[config.mk]
export PLATFORM = sky130hd
export DESIGN_NAME = cfgsel_top
export DESIGN_NICKNAME = d
export VERILOG_FILES = /design/src/rtl/cfgsel_pkg.sv /design/src/rtl/cfgsel_regbank.sv /design/src/rtl/cfgsel_strap_decode.sv /design/src/rtl/cfgsel_lane_mux.sv /design/src/rtl/cfgsel_top.sv
export SDC_FILE = /design/constraint.sdc
export NUM_CORES = 1
export LEC_CHECK = 0
export BUFFER_PORTS_ARGS = -buffer_cell sky130_fd_sc_hd__buf_2
export CORE_UTILIZATION = 30
export CTS_CLUSTER_DIAMETER = 50
export DETAILED_ROUTE_END_ITERATION = 16
export PLACE_DENSITY_LB_ADDON = 0.2
export SETUP_SLACK_MARGIN = 0.1
export SLEW_MARGIN = 20
export SYNTH_ARGS = -nofsm -noshare
export SYNTH_HDL_FRONTEND = slang
export SYNTH_SLANG_ARGS = --single-unit
[constraint.sdc]
create_clock -name clk -period 4.12 [get_ports clk]
set_input_delay 1.03 -clock clk [delete_from_list [all_inputs] [get_ports clk]]
set_output_delay 1.03 -clock clk [all_outputs]
set_load 0.02 [all_outputs]
[src/rtl/cfgsel_pkg.sv]
package cfgsel_pkg;

    localparam int unsigned LVL_W    = 2;
    localparam int unsigned EQ_W     = 8;
    localparam int unsigned DEM_W    = 3;
    localparam int unsigned VOD_W    = 3;
    localparam int unsigned DATA_W   = 8;
    localparam int unsigned BADDR_W  = 4;
    localparam int unsigned VOD_BASE = 2;

    typedef struct packed {
        logic [EQ_W-1:0]  eq;
        logic [DEM_W-1:0] dem;
        logic [VOD_W-1:0] vod;
        logic             term_dis;
        logic             ovr_vod;
        logic             ovr_term;
    } lane_reg_t;

    typedef struct packed {
        logic [LVL_W-1:0] mode;
        logic [LVL_W-1:0] sdth;
        logic             ovr_sdth;
    } glob_reg_t;

    typedef struct packed {
        logic [EQ_W-1:0]  eq;
        logic [DEM_W-1:0] dem;
        logic [VOD_W-1:0] vod;
        logic             term_dis;
    } lane_cfg_t;

    localparam lane_reg_t LANE_DEFAULT = '{
        eq: '0, dem: '0, vod: VOD_W'(VOD_BASE),
        term_dis: 1'b0, ovr_vod: 1'b0, ovr_term: 1'b0
    };

    localparam glob_reg_t GLOB_DEFAULT = '{mode: '0, sdth: '0, ovr_sdth: 1'b0};

    // Strap index to full equalization code: nibble replicated across the byte.
    function automatic logic [EQ_W-1:0] strap_eq_code(input logic [3:0] idx);
        return {idx, idx};
    endfunction

    // Amplitude boost applied in strap mode when de-emphasis is active.
    function automatic logic [VOD_W-1:0] dem_vod_boost(input logic [LVL_W-1:0] lvl);
        logic [VOD_W-1:0] b;
        case (lvl)
            2'd0:    b = 3'd0;
            2'd3:    b = 3'd2;
            default: b = 3'd1;
        endcase
        return b;
    endfunction

endpackage

[src/rtl/cfgsel_regbank.sv]
module cfgsel_regbank
    import cfgsel_pkg::*;
#(
    parameter int unsigned NUM_LANES = 4,
    parameter int unsigned LANE_W    = $clog2(NUM_LANES),
    parameter int unsigned ADDR_W    = LANE_W + 3
) (
    input  logic                         clk,
    input  logic                         por_n,
    input  logic                         ext_rst_i,
    input  logic                         reg_mode_i,
    input  logic                         wr_en_i,
    input  logic [ADDR_W-1:0]            wr_addr_i,
    input  logic [DATA_W-1:0]            wr_data_i,
    output glob_reg_t                    glob_o,
    output lane_reg_t [NUM_LANES-1:0]    lanes_o
);

    typedef struct packed {
        glob_reg_t                 glob;
        lane_reg_t [NUM_LANES-1:0] lanes;
    } bank_t;

    bank_t bank_d, bank_q;

    logic              rst_gate;
    logic              clr;
    logic              lane_space;
    logic [LANE_W-1:0] lane_idx;
    logic [1:0]        sub_sel;

    assign rst_gate   = ext_rst_i & ~reg_mode_i;
    assign clr        = ~reg_mode_i | rst_gate;
    assign lane_space = wr_addr_i[ADDR_W-1];
    assign lane_idx   = wr_addr_i[ADDR_W-2 -: LANE_W];
    assign sub_sel    = wr_addr_i[1:0];

    always_comb begin
        bank_d = bank_q;
        if (clr) begin
            bank_d.glob = GLOB_DEFAULT;
            for (int l = 0; l < NUM_LANES; l++) begin
                bank_d.lanes[l] = LANE_DEFAULT;
            end
        end else if (wr_en_i) begin
            if (wr_addr_i == '0) begin
                bank_d.glob.mode     = wr_data_i[1:0];
                bank_d.glob.sdth     = wr_data_i[3:2];
                bank_d.glob.ovr_sdth = wr_data_i[4];
            end else if (lane_space) begin
                for (int l = 0; l < NUM_LANES; l++) begin
                    if (lane_idx == LANE_W'(l)) begin
                        case (sub_sel)
                            2'd0: bank_d.lanes[l].eq = wr_data_i;
                            2'd1: begin
                                bank_d.lanes[l].dem = wr_data_i[2:0];
                                bank_d.lanes[l].vod = wr_data_i[6:4];
                            end
                            2'd2: begin
                                bank_d.lanes[l].term_dis = wr_data_i[0];
                                bank_d.lanes[l].ovr_vod  = wr_data_i[4];
                                bank_d.lanes[l].ovr_term = wr_data_i[5];
                            end
                            default: ;
                        endcase
                    end
                end
            end
        end
    end

    always_ff @(posedge clk or negedge por_n) begin
        if (!por_n) begin
            bank_q.glob <= GLOB_DEFAULT;
            for (int l = 0; l < NUM_LANES; l++) begin
                bank_q.lanes[l] <= LANE_DEFAULT;
            end
        end else begin
            bank_q <= bank_d;
        end
    end

    assign glob_o  = bank_q.glob;
    assign lanes_o = bank_q.lanes;

    AST_STRAP_MODE_CLEARS: assert property (@(posedge clk) disable iff (!por_n)
        !reg_mode_i |=> (bank_q.glob == GLOB_DEFAULT && bank_q.lanes[0] == LANE_DEFAULT
                          && bank_q.lanes[NUM_LANES-1] == LANE_DEFAULT));

    AST_STRAP_WRITE_DROPPED: assert property (@(posedge clk) disable iff (!por_n)
        (!reg_mode_i && wr_en_i) |=> (bank_q.lanes[0].eq == '0));

    AST_EXT_RST_NO_EFFECT: assert property (@(posedge clk) disable iff (!por_n)
        (reg_mode_i && ext_rst_i && !wr_en_i) |=> $stable(bank_q));

endmodule

[src/rtl/cfgsel_strap_decode.sv]
module cfgsel_strap_decode
    import cfgsel_pkg::*;
(
    input  logic                   reg_mode_i,
    input  logic [LVL_W-1:0]       eq_a0_i,
    input  logic [LVL_W-1:0]       eq_a1_i,
    input  logic [LVL_W-1:0]       eq_b0_i,
    input  logic [LVL_W-1:0]       eq_b1_i,
    input  logic [LVL_W-1:0]       dem_a_i,
    input  logic [LVL_W-1:0]       dem_b_i,
    input  logic [LVL_W-1:0]       vod_i,
    output logic [1:0][EQ_W-1:0]   side_eq_o,
    output logic [1:0][DEM_W-1:0]  side_dem_o,
    output logic [1:0][VOD_W-1:0]  side_vod_o,
    output logic [VOD_W-1:0]       vod_base_o,
    output logic [BADDR_W-1:0]     bus_addr_o
);

    logic [1:0][LVL_W-1:0] dem_lvl;

    assign dem_lvl[0] = dem_a_i;
    assign dem_lvl[1] = dem_b_i;

    assign vod_base_o = VOD_W'(vod_i) + VOD_W'(VOD_BASE);

    assign side_eq_o[0] = strap_eq_code({eq_a1_i, eq_a0_i});
    assign side_eq_o[1] = strap_eq_code({eq_b1_i, eq_b0_i});

    for (genvar s = 0; s < 2; s++) begin : g_side
        assign side_dem_o[s] = {dem_lvl[s], 1'b0};
        assign side_vod_o[s] = vod_base_o + dem_vod_boost(dem_lvl[s]);
    end

    assign bus_addr_o = reg_mode_i ? {eq_b1_i[1], eq_b0_i[1], eq_a1_i[1], eq_a0_i[1]}
                                   : '0;

endmodule

[src/rtl/cfgsel_lane_mux.sv]
module cfgsel_lane_mux
    import cfgsel_pkg::*;
(
    input  logic              reg_mode_i,
    input  lane_reg_t         lane_reg_i,
    input  logic [EQ_W-1:0]   strap_eq_i,
    input  logic [DEM_W-1:0]  strap_dem_i,
    input  logic [VOD_W-1:0]  strap_vod_i,
    input  logic [VOD_W-1:0]  vod_base_i,
    input  logic              pin_term_i,
    output lane_cfg_t         cfg_o
);

    always_comb begin
        if (reg_mode_i) begin
            cfg_o.eq       = lane_reg_i.eq;
            cfg_o.dem      = lane_reg_i.dem;
            cfg_o.vod      = lane_reg_i.ovr_vod  ? lane_reg_i.vod      : vod_base_i;
            cfg_o.term_dis = lane_reg_i.ovr_term ? lane_reg_i.term_dis : pin_term_i;
        end else begin
            cfg_o.eq       = strap_eq_i;
            cfg_o.dem      = strap_dem_i;
            cfg_o.vod      = strap_vod_i;
            cfg_o.term_dis = pin_term_i;
        end
    end

endmodule

[src/rtl/cfgsel_top.sv]
module cfgsel_top
    import cfgsel_pkg::*;
#(
    parameter int unsigned NUM_LANES = 4,
    parameter int unsigned LANE_W    = $clog2(NUM_LANES),
    parameter int unsigned ADDR_W    = LANE_W + 3
) (
    input  logic                        clk,
    input  logic                        por_n,
    input  logic                        ext_rst_i,
    input  logic                        reg_mode_i,
    input  logic [1:0]                  pin_eq_a0_i,
    input  logic [1:0]                  pin_eq_a1_i,
    input  logic [1:0]                  pin_eq_b0_i,
    input  logic [1:0]                  pin_eq_b1_i,
    input  logic [1:0]                  pin_dem_a_i,
    input  logic [1:0]                  pin_dem_b_i,
    input  logic [1:0]                  pin_mode_i,
    input  logic [1:0]                  pin_vod_i,
    input  logic [1:0]                  pin_sdth_i,
    input  logic                        pin_term_i,
    input  logic                        wr_en_i,
    input  logic [ADDR_W-1:0]           wr_addr_i,
    input  logic [7:0]                  wr_data_i,
    output logic [NUM_LANES*8-1:0]      lane_eq_o,
    output logic [NUM_LANES*3-1:0]      lane_dem_o,
    output logic [NUM_LANES*3-1:0]      lane_vod_o,
    output logic [NUM_LANES-1:0]        lane_term_dis_o,
    output logic [1:0]                  mode_o,
    output logic [1:0]                  sdth_o,
    output logic [3:0]                  bus_addr_o
);

    localparam int unsigned HALF = NUM_LANES / 2;

    glob_reg_t                 glob_q;
    lane_reg_t [NUM_LANES-1:0] lanes_q;
    logic [1:0][EQ_W-1:0]      side_eq;
    logic [1:0][DEM_W-1:0]     side_dem;
    logic [1:0][VOD_W-1:0]     side_vod;
    logic [VOD_W-1:0]          vod_base;
    lane_cfg_t [NUM_LANES-1:0] lane_cfg;

    cfgsel_regbank #(
        .NUM_LANES (NUM_LANES),
        .LANE_W    (LANE_W),
        .ADDR_W    (ADDR_W)
    ) regbank_i (
        .clk        (clk),
        .por_n      (por_n),
        .ext_rst_i  (ext_rst_i),
        .reg_mode_i (reg_mode_i),
        .wr_en_i    (wr_en_i),
        .wr_addr_i  (wr_addr_i),
        .wr_data_i  (wr_data_i),
        .glob_o     (glob_q),
        .lanes_o    (lanes_q)
    );

    cfgsel_strap_decode strap_i (
        .reg_mode_i (reg_mode_i),
        .eq_a0_i    (pin_eq_a0_i),
        .eq_a1_i    (pin_eq_a1_i),
        .eq_b0_i    (pin_eq_b0_i),
        .eq_b1_i    (pin_eq_b1_i),
        .dem_a_i    (pin_dem_a_i),
        .dem_b_i    (pin_dem_b_i),
        .vod_i      (pin_vod_i),
        .side_eq_o  (side_eq),
        .side_dem_o (side_dem),
        .side_vod_o (side_vod),
        .vod_base_o (vod_base),
        .bus_addr_o (bus_addr_o)
    );

    for (genvar l = 0; l < NUM_LANES; l++) begin : g_lane
        localparam int unsigned SIDE = (l < HALF) ? 0 : 1;

        cfgsel_lane_mux lane_mux_i (
            .reg_mode_i  (reg_mode_i),
            .lane_reg_i  (lanes_q[l]),
            .strap_eq_i  (side_eq[SIDE]),
            .strap_dem_i (side_dem[SIDE]),
            .strap_vod_i (side_vod[SIDE]),
            .vod_base_i  (vod_base),
            .pin_term_i  (pin_term_i),
            .cfg_o       (lane_cfg[l])
        );

        assign lane_eq_o[l*8 +: 8]   = lane_cfg[l].eq;
        assign lane_dem_o[l*3 +: 3]  = lane_cfg[l].dem;
        assign lane_vod_o[l*3 +: 3]  = lane_cfg[l].vod;
        assign lane_term_dis_o[l]    = lane_cfg[l].term_dis;
    end

    assign mode_o = reg_mode_i ? glob_q.mode : pin_mode_i;
    assign sdth_o = (reg_mode_i && glob_q.ovr_sdth) ? glob_q.sdth : pin_sdth_i;

    AST_ADDR_IDLE_IN_STRAP: assert property (@(posedge clk) disable iff (!por_n)
        !reg_mode_i |-> (bus_addr_o == 4'd0));

    AST_STRAP_EQ_NIBBLES: assert property (@(posedge clk) disable iff (!por_n)
        !reg_mode_i |-> (lane_eq_o[7:4] == lane_eq_o[3:0]));

    AST_STRAP_VOD_FLOOR: assert property (@(posedge clk) disable iff (!por_n)
        !reg_mode_i |-> (lane_vod_o[2:0] >= 3'd2));

    AST_REG_EQ_SOURCE: assert property (@(posedge clk) disable iff (!por_n)
        reg_mode_i |-> (lane_eq_o[7:0] == lanes_q[0].eq && mode_o == glob_q.mode));

    AST_OVR_VOD_SOURCE: assert property (@(posedge clk) disable iff (!por_n)
        (reg_mode_i && lanes_q[0].ovr_vod) |-> (lane_vod_o[2:0] == lanes_q[0].vod));

endmodule

Yosys cells after proc, flatten, opt, wreduce, memory -nomap -nowiden
Index checks and enable logic that the tools add are counted.
- flip-flop bits (word level): 73
- output and inout bits: 68
- logic and storage cells: 99
- add/subtract/negate cells: 3
- equality and inequality tests: 8
- mux-type cells: 29
- bitwise operators: 3
- reduce and logical (&&, ||, !) cells: 29
- operators by type and width (kind ; count):
    two-way mux 73 bit ; 2
    two-way mux 68 bit ; 2
    two-way mux 17 bit ; 4
    two-way mux 15 bit ; 4
    AND reduction 5 bit ; 12
    nonzero test 2 bit ; 10
    two-way mux 3 bit ; 5
    == test 2 bit, second input constant ; 5
    zero test 2 bit ; 4
    two-way mux 8 bit ; 1
    one-hot mux 2 bit (2 select lines) ; 2
    adder 3 x 2 -> 3 bit ; 2
    two-way mux 6 bit ; 1
    zero test 5 bit ; 1
    two-way mux 5 bit ; 1
    == test 2 x 1 -> 1 bit, second input constant ; 2
    two-way mux 1 bit ; 4
    two-way mux 2 bit ; 2
    two-way mux 4 bit ; 1
    adder 2 x 2 -> 3 bit, second input constant ; 1
    != test 2 x 1 -> 1 bit, second input constant ; 1
    AND reduction 2 bit ; 1
    AND 1 bit ; 1
    logical AND 1 bit ; 1
    other kinds (2) ; 2

Depth between registers and ports, before layout
Gate-level depths: netlist of run 1.
- depth in word-level cells: 7
- depth in mapped cells: 6
- gate-level depth less buffers: 6

By module
Synthesis of run 1 repeated with hierarchy kept, for this count alone.
- cell total of the unflattened synthesis: 336
- area total of the unflattened synthesis: 4352.9 µm²
- modules (own cells, without submodules) (module ; times used ; cells an instance ; area each (µm²)):
    cfgsel_regbank ; 1 ; 197 ; 3007.9
    cfgsel_lane_mux ; 4 ; 24 ; 241.5
    cfgsel_strap_decode ; 1 ; 38 ; 320.3
    cfgsel_top ; 1 ; 5 ; 58.8

Least setup slack after synthesis of run 1
No wires, ideal clock.
- kind: input -> output
- start: input pin_vod_i[1]
- end: output lane_vod_o[2]
- data arrival time: 2.441 ns
- data required time: 3.090 ns
- slack: 0.649 ns
- cell stages on the path: 6
- path buffers: 1
- path through: clkbuf_1 inv_1 fa_1 xor2_1 nor2_1 a21oi_1
- cells in the longest elaborated chain, start to end: 3
- elaborated cells on any way between the ends: 4
- ends and longest elaborated chain (what ; line ; RTL):
    start, declared ; cfgsel_top.sv:19 ; input logic [1:0] pin_vod_i,
    adder 2 x 2 -> 3 bit * ; cfgsel_strap_decode.sv:24 ; assign vod_base_o = VOD_W'(vod_i) + VOD_W'(VOD_BASE);
    adder 3 x 2 -> 3 bit or two-way mux 3 bit (tied branches) ; cfgsel_strap_decode.sv:31, cfgsel_lane_mux.sv:18 ;
    two-way mux 15 bit * ; cfgsel_lane_mux.sv:15 ; if (reg_mode_i) begin
    end, declared ; cfgsel_top.sv:27 ; output logic [NUM_LANES*3-1:0] lane_vod_o,
Mark *: on every way between the ends. The rest lies on a longest branch, timed or not.

Worst setup path in the final report of run 1
- start: input pin_dem_a_i[0]
- end: output lane_vod_o[2]
- cells in the longest elaborated chain, start to end: 4
- elaborated cells on any way between the ends: 5
- ends and longest elaborated chain (what ; line ; RTL):
    start, declared ; cfgsel_top.sv:16 ; input logic [1:0] pin_dem_a_i,
    == test 2 bit or zero test 2 bit (tied branches) ; cfgsel_pkg.sv:48 ; case (lvl)
    one-hot mux 2 bit (2 select lines) * ; cfgsel_pkg.sv:48 ;
    adder 3 x 2 -> 3 bit * ; cfgsel_strap_decode.sv:31 ; assign side_vod_o[s] = vod_base_o + dem_vod_boost(dem_lvl[s]);
    two-way mux 15 bit * ; cfgsel_lane_mux.sv:15 ;
Marked as above.

==> results of run 1 <==
## final cells by class
cell class                 count  area share
multi-input combinational    285       0.395
clock buffer                  12      0.0496
antenna                        2     0.00105
sequential                    73       0.385
tap                          168      0.0441
clock inverter                 4     0.00420
timing repair buffer         106       0.119
inverter                       4     0.00315
## cells in the final DEF (no fill, tap or decap)
cell,count
buf_12,2
nor2_1,14
buf_4,2
clkinv_2,4
nor4b_1,1
clkbuf_16,9
dfstp_2,4
nand3b_1,1
nor3_4,3
ha_1,4
diode_2,2
o31ai_1,3
inv_1,4
o21ai_0,5
a21oi_1,16
and2_1,7
nand2b_1,15
nor2_2,3
mux2_2,6
xor2_1,2
and4bb_2,1
nand2_1,116
fa_1,2
buf_2,102
nand4_2,1
mux2i_1,78
nand4b_2,2
nor2b_1,5
clkbuf_1,3
dfrtp_1,69
## registers in the layout, summed over array words and instances (netlist names)
| register | count |
|---|---|
| regbank_i.lanes_o | 68 |
| regbank_i.glob_o | 5 |
## layer usage
metal,global-route usage,vias up
li1,-,1472
met1,0.225,1438
met2,0.247,78
met3,0.0328,4
met4,0.0442,0
met5,0,-
## power by group through the flow
stage	clock (mW)	combinational, mW	sequential (mW)
final	0.681	0.242	0.725
after global routing	0.738	0.267	0.725
after CTS	0.700	0.246	0.725
after detailed placement	0	0.245	0.737
after global placement	0	0.243	0.737
after floorplan	0	0.145	0.737
## worst max-delay path, stage by stage
cell,delay [ps]
buf_2,110
ha_1,300
ha_1,200
fa_1,380
xor2_1,170
nor2_1,130
a21oi_1,50
buf_2,170
## how the worst max path moves through the flow
stage / end / startpoint / depth (start not counted)
floorplan: lane_vod_o[2] / pin_vod_i[1] / 6
global placement: lane_vod_o[5] / pin_dem_a_i[0] / 8
detailed placement: lane_vod_o[2] / pin_dem_a_i[0] / 8
CTS: lane_vod_o[2] / pin_dem_a_i[0] / 8
global route: lane_vod_o[2] / pin_dem_a_i[0] / 8
finish: lane_vod_o[2] / pin_dem_a_i[0] / 8
## logic make-up after synthesis
group	synth area share
compound gates	0.0336
xor+xnor	0.00461
fa+ha+maj	0.0237
buf+inv	0.0240
flops	0.482
mux	0.223
simple gates	0.209
==> run metrics, run 1 <==
Pint 1.20 mW; Synth top area share 0.454; Final ANT Viol Nets 0; R2R setup slack 3300 ps; fmax 280 MHz; Post-route DRC 0; net switching power 0.443 mW; share of layout cells above drive strength 1 0.287; layout filler cell count 1227; global-route wire length before repair 15.8 mm; leakage 2.51 nW; die area ~13000 µm²; Worst Skew 0 ps; final number of setup-violating endpoints 0; row count 40; CP Max Fanout 2; I/O pins 105; register area share after synthesis 0.482; largest net degree at the start of global routing 47; clock-pin slew on the worst setup and hold paths 60 ps; Die Y 115 µm; clock sink count 73; prevailing post-synth register cell dfrtp_1; Slew HR 0.441; Worst Tran Pin Value 839 ps; pre-CTS WS 538 ps; post-detailed-routing wire length 9.84 mm; Final period util 0.866; worst hold path depth 2; Reg-to-Reg Start regbank_i.lanes_o[57]$_DFFE_PN0P_; GRT Util Overall 0.159; Yosys reg bits between 70 and 80; yosys warns 0; syn nets roughly 420; Worst Path Required 3090 ps; Die X-Extent about 110 µm; worst setup path class input port to output pin; Layout area overhead 25.3%; crit path capture type output pin; Hold Crit Start regbank_i.lanes_o[53]$_DFFE_PN0P_; gr ovfl total 0; Final TNS setup 0 ps; CTS tree built; Max Slew Vio Count 0; clock share of power 0.413; Port Buffers 103; CTS H-tree lvls 3; routability cong. 0.761; Hold EP regbank_i.lanes_o[53]$_DFFE_PN0P_; Hold Crit Class register to register; Synth top cells by count nand2_1 (116), mux2i_1 (78), dfrtp_1 (69), a21oi_1 (16), nand2b_1 (15); setup bufs post-CTS 0; Clock Latency Late Sink 320 ps; asr flop ratio synth 1.00; switching part of the total 0.269; post-detail-place hpwl ~7 mm; vias between 2000 and 3000; Sequential cell area 1830 µm²; CP arrival 2540 ps; Cell Count, Final, Fillers Out 654; Comb pwr share 0.147; Setup WS post-layout 551 ps; root buffer cell clkbuf_16; initial antenna violation count 1; M1 WL 4.86 mm; Final Hold Fails 0; Synth Cell Area 3800 µm²; number of cells on the worst reg-to-reg path 3; post-cts sizing count 0; 1st-pass router iterations 4; placed cell area 4500 µm²; Initial Util 0.313; Clock Path Buffers 2; maximum VDD drop approximately 0.17 mV; CP Launch Type input port; Design Power 1.65 mW; outcome completed; Core Area 12200 µm²; P per Cell Area 346 nW/µm²; multi-input combinational cell area 1880 µm²; count leader, synth nand2_1; part of the power in registers 0.440; cts hold-fix bufs 0; Cell variety after synth 26; Mapped Cells 381; post-DR vias/cell 4.57; ranking of synthesized cells by area dfrtp_1 (45%), mux2i_1 (21%), nand2_1 (11%), dfstp_2 (2.8%), nand2b_1 (2.5%); hold_ws 535 ps; Yosys top cell by area dfrtp_1; met3 WL 487 µm; final critical-path required period 3570 ps; met2 WL 4.45 mm; cell count after placement 636; Core Util, Final 0.392; Max-Cap Viols 0; Starting DRT DRC Count 114; TritonCTS buffer count 9; Highest Signal Layer met4; Avg WL per Cell around 15 µm; number of synthesized flops with an enable pin 0; syn_area_per_cell 9.98 µm²; nets 522; FF-to-FF End regbank_i.lanes_o[57]$_DFFE_PN0P_; final instance area 4760 µm²; RSZ-0062 raised after global routing false; vias in the first global route between 2000 and 3000
Power figures use the tool's default switching activity.
==> run 2, diff against run 1 <==
Settings changed: ABC_AREA set to 1, CTS_BUF_LIST set to sky130_fd_sc_hd__clkbuf_16.
==> run metrics, run 2 <==
cell count after placement 818; Clock Latency Late Sink 330 ps; Layout area overhead 21.9%; critical-path cell list buf_2, ha_1, ha_1, fa_1, xor2_1, nor2_1, a21oi_1, buf_2; syn nets 609; Hold Crit Class register to register; cts hold-fix bufs 0; syn_area_per_cell 7.31 µm²; Worst Path Required 3090 ps; Die X-Extent 119 µm; Die Y 119 µm; TritonCTS buffer count 9; Starting DRT DRC Count 212; fmax 281 MHz; Crit-path slowest cell fa_1; Worst Tran Pin Value 977 ps; leakage 2.97 nW; 1st-pass router iterations 4; most frequent cells in the layout nand2_1 (284), buf_2 (103), dfrtp_1 (69), nand4_1 (62), inv_1 (36); Yosys top cell by area dfrtp_1; count leader, synth nand2_1; root buffer cell clkbuf_16; CP Max Fanout 2; number of synthesized flops with an enable pin 0; prevailing post-synth register cell dfrtp_1; post-detailed-routing wire length 11.9 mm; Yosys reg bits 73; outcome completed; Mapped Cells 566; setup bufs post-CTS 0; hold_ws between 400 and 500 ps; Final period util 0.865; max FFs per register about 70; layout filler cell count approximately 1400; final critical-path required period 3560 ps; Cell variety after synth 27; Avg WL per Cell 14.2 µm; Highest Signal Layer met4; post-cts sizing count 0; GRT Util Overall 0.174; share of layout cells above drive strength 1 0.216; met2 WL 5.48 mm; post-detail-place hpwl 8.14 mm; global-route wire length before repair 19.6 mm; asr flop ratio synth 1.00; net switching power between 0.6 and 0.7 mW; row count 42; yosys warns 0; CP arrival 2530 ps; Initial Util 0.310; die area between 10000 and 15000 µm²; Cell Count, Final, Fillers Out ~830; Comb pwr share 0.224; Final Hold Fails 0; post-DR vias/cell just under 5; gr ovfl total 0; slowest stage delay, CP between 300 and 400 ps; Final TNS setup 0 ps; Core Util, Final 0.378; clock share of power 0.376; vias 4033; largest net degree at the start of global routing between 80 and 90; Synth Cell Area between 4000 and 5000 µm²; RSZ-0062 raised after global routing false; Design Power 2.19 mW; switching part of the total 0.317; Max-Cap Viols 0; crit path capture type output pin; I/O pins 105; clock sink count 73; initial antenna violation count 0; clock-pin slew on the worst setup and hold paths 50 ps; Worst Skew 0 ps; R2R setup slack 3320 ps; Post-route DRC 0; M1 WL 5.75 mm; P per Cell Area 434 nW/µm²; Max Slew Vio Count 0; part of the power in registers 0.400; register area share after synthesis 0.443; Synth top cells by count nand2_1 (284), dfrtp_1 (69), nand4_1 (62), inv_1 (34), o21ai_0 (21); met3 WL 530 µm; vias in the first global route roughly 3800; Pint around 1.5 mW; CTS H-tree lvls 3; Port Buffers 103; Final ANT Viol Nets 0; Core Area 13300 µm²; final number of setup-violating endpoints 0; ranking of synthesized cells by area dfrtp_1 (42%), nand2_1 (26%), nand4_1 (9.4%), inv_1 (3.1%), dfstp_2 (2.5%); maximum VDD drop a little under 0.2 mV; CP Launch Type input port; most common cell after layout, fill and taps aside nand2_1; routability cong. a little over 0.8; worst setup path class input port to output pin; n_diodes 0; Synth top area share 0.418; Slew HR 0.349; Clock Path Buffers 2; nets 696; CTS tree built
-- run 2: worst paths after layout --
check | start | to | depth (start not counted)
setup / recovery | pin_dem_b_i[0] | lane_vod_o[8] | 8
hold / removal | regbank_i.lanes_o[54]$_DFFE_PN0P_ | regbank_i.lanes_o[54]$_DFFE_PN0P_ | 2
setup reg to reg | regbank_i.glob_o[0]$_DFFE_PN0P_ | regbank_i.glob_o[0]$_DFFE_PN0P_ | 4
hold reg to reg | regbank_i.lanes_o[54]$_DFFE_PN0P_ | regbank_i.lanes_o[54]$_DFFE_PN0P_ | 2
max in group asynchronous | por_n | regbank_i.lanes_o[35]$_DFFE_PN0P_ | 2
min in group asynchronous | por_n | regbank_i.lanes_o[32]$_DFFE_PN0P_ | 2
-- run 2: worst max-delay path, delay by kind of cell --
family | cells | cell delay, ps
buf+inv | 2 | 290
compound gates | 1 | 140
simple gates | 1 | 70
xor+xnor | 1 | 150
fa+ha+maj | 3 | 850
-- run 2: kinds of logic (layout without fill, tap and decap cells) --
group           Yosys count  after routing  synth area share
flops                    73             73             0.443
compound gates           36             36            0.0463
xor+xnor                  1              1           0.00212
fa+ha+maj                 6              6            0.0218
mux                       4              4           0.00968
simple gates            375            375             0.396
buf+inv                  71            163            0.0814
-- run 2: layout make-up --
class / instances / area, µm² / share of cell area
Clock buffer: 9 / 225 / 0.0447
Clock inverter: 7 / 88.8 / 0.0176
Inverter: 40 / 150 / 0.0298
Multi-Input combinational cell: 422 / 1970 / 0.390
Sequential cell: 73 / 1830 / 0.363
Tap cell: 176 / 220 / 0.0437
Timing Repair Buffer: 107 / 558 / 0.111
-- run 2: power groups by stage --
| stage | clock network, mW | logic [mW] | registers (mW) |
|---|---|---|---|
| after floorplan | 0 | 0.343 | 0.866 |
| after global placement | 0 | 0.488 | 0.886 |
| after detailed placement | 0 | 0.495 | 0.886 |
| after CTS | 0.830 | 0.497 | 0.876 |
| after global routing | 0.865 | 0.555 | 0.887 |
| final | 0.824 | 0.491 | 0.876 |
-- run 2: stage by stage --
step	cell area, µm²	worst slack, ps
after floorplan	4140	614
after global placement	4730	614
after detailed placement	4730	571
after CTS	5040	560
after global routing	5040	423
final	5040	557
-- run 2: per-layer routing --
layer	up-vias	GRT usage
li1	2009	-
met1	1913	0.247
met2	103	0.281
met3	8	0.0230
met4	0	0.0445
met5	-	0
==> run 3, diff against run 2 <==
Settings changed: REMOVE_ABC_BUFFERS set to 1.
==> run metrics, run 3 (synthesized netlist as in run 2, its figures left out) <==
crit path capture type output pin; Die X-Extent 119 µm; met2 Use GR 0.258; P per Cell Area 443 nW/µm²; FF-to-FF End regbank_i.glob_o[0]$_DFFE_PN0P_; post-DR vias/cell between 4 and 5; maximum VDD drop a little over 0.2 mV; gr ovfl total 0; global-route wire length before repair 19.1 mm; Final period util 0.858; RSZ-0062 raised after global routing false; Max Slew Vio Count 0; CTS tree built; GRT Util Overall 0.170; largest net degree at the start of global routing 86; hold_ws between 400 and 500 ps; Clock Latency Late Sink ~330 ps; share of layout cells above drive strength 1 0.217; R2R setup slack 3280 ps; CP arrival 2510 ps; clock-pin slew on the worst setup and hold paths about 50 ps; Core Area between 10000 and 15000 µm²; Final TNS setup 0 ps; Core Util, Final 0.380; row count 42; TritonCTS buffer count 9; M1 GR Usage 0.245; clock sink count 73; max FFs per register 68; final critical-path required period between 3000 and 4000 ps; Worst Tran Pin Value 989 ps; post-cts sizing count 0; most frequent cells in the layout nand2_1 (284), buf_2 (103), dfrtp_1 (69), nand4_1 (62), inv_1 (35); I/O pins 105; Hold Crit Class register to register; cts hold-fix bufs 0; Reg-to-Reg Start regbank_i.glob_o[0]$_DFFE_PN0P_; Max-Cap Viols 0; die area ~14000 µm²; leakage 2.99 nW; Avg WL per Cell 14.1 µm; root buffer cell clkbuf_16; vias in the first global route ~3800; cell count after placement 819; Hold Crit Start regbank_i.lanes_o[4]$_DFFE_PN1P_; routability cong. 0.824; CP Max Fanout 2; Post-route DRC 0; vias 4008; Die Y 119 µm; fmax 283 MHz; worst hold path depth 2; number of cells on the worst reg-to-reg path 4; most common cell after layout, fill and taps aside nand2_1; Worst Skew 0 ps; n_diodes 0; post-detail-place hpwl 8.18 mm; Hold EP regbank_i.lanes_o[4]$_DFFE_PN1P_; Initial Util 0.310; Port Buffers 103; Starting DRT DRC Count between 200 and 300; Cell Count, Final, Fillers Out about 840; 1st-pass router iterations 5; CTS H-tree lvls 3; setup bufs post-CTS 0; Design Power 2.25 mW; Clock Path Buffers 2; worst setup path class input port to output pin; Final ANT Viol Nets 0; layout filler cell count 1488; outcome completed; Slew HR 0.340; Layout area overhead 22.6%; nets 697; grt met3 use 0.0230; final number of setup-violating endpoints 0; gr busiest metal met2; CP Launch Type input port; Final Hold Fails 0; initial antenna violation count 0; post-detailed-routing wire length 11.7 mm; Worst Path Required 3090 ps
run 3: worst max path at each step:
stage                        start        endpoint  slack (ps)  cells after the start
floorplan           pin_dem_b_i[0]  lane_vod_o[10]         610                      5
global placement    pin_dem_b_i[0]   lane_vod_o[8]         610                      8
CTS                 pin_dem_b_i[0]   lane_vod_o[8]         580                      8
finish              pin_dem_b_i[0]   lane_vod_o[8]         580                      8
detailed placement  pin_dem_b_i[0]   lane_vod_o[8]         590                      8
global route        pin_dem_b_i[0]  lane_vod_o[11]         500                      8
run 3: layer usage:
| metal | share of wire | routed length (µm) | vias to the layer above |
|---|---|---|---|
| met1 | 0.48 | 5600 | 1852 |
| met2 | 0.45 | 5320 | 131 |
| met5 | 0 | 0 | - |
| li1 | - | - | 2010 |
| met3 | 0.054 | 636 | 15 |
| met4 | 0.015 | 178 | 0 |
run 3: worst max-delay path: stages:
cell,delay [ps]
buf_2,110
ha_1,290
ha_1,190
fa_1,380
xor2_1,130
nor2_1,60
a21oi_1,130
buf_2,180
run 3: cell type report:
cell class | count | area [µm²] | share of cell area
Multi-Input combinational cell | 422 | 1970 | 0.388
Sequential cell | 73 | 1830 | 0.361
Clock buffer | 9 | 225 | 0.0444
Tap cell | 176 | 220 | 0.0434
Inverter | 40 | 150 | 0.0296
Clock inverter | 7 | 111 | 0.0220
Timing Repair Buffer | 108 | 566 | 0.112
run 3: stage by stage:
step                cell area, µm²  setup slack, ps
global route                  5070              498
finish                        5070              585
CTS                           5070              583
floorplan                     3950              614
global placement              4730              609
detailed placement            4730              588
run 3: where the power goes:
group	switching, mW	total, mW	internal [mW]
logic	0.334	0.487	0.153
clock network	0.295	0.882	0.587
registers	0.0611	0.878	0.817
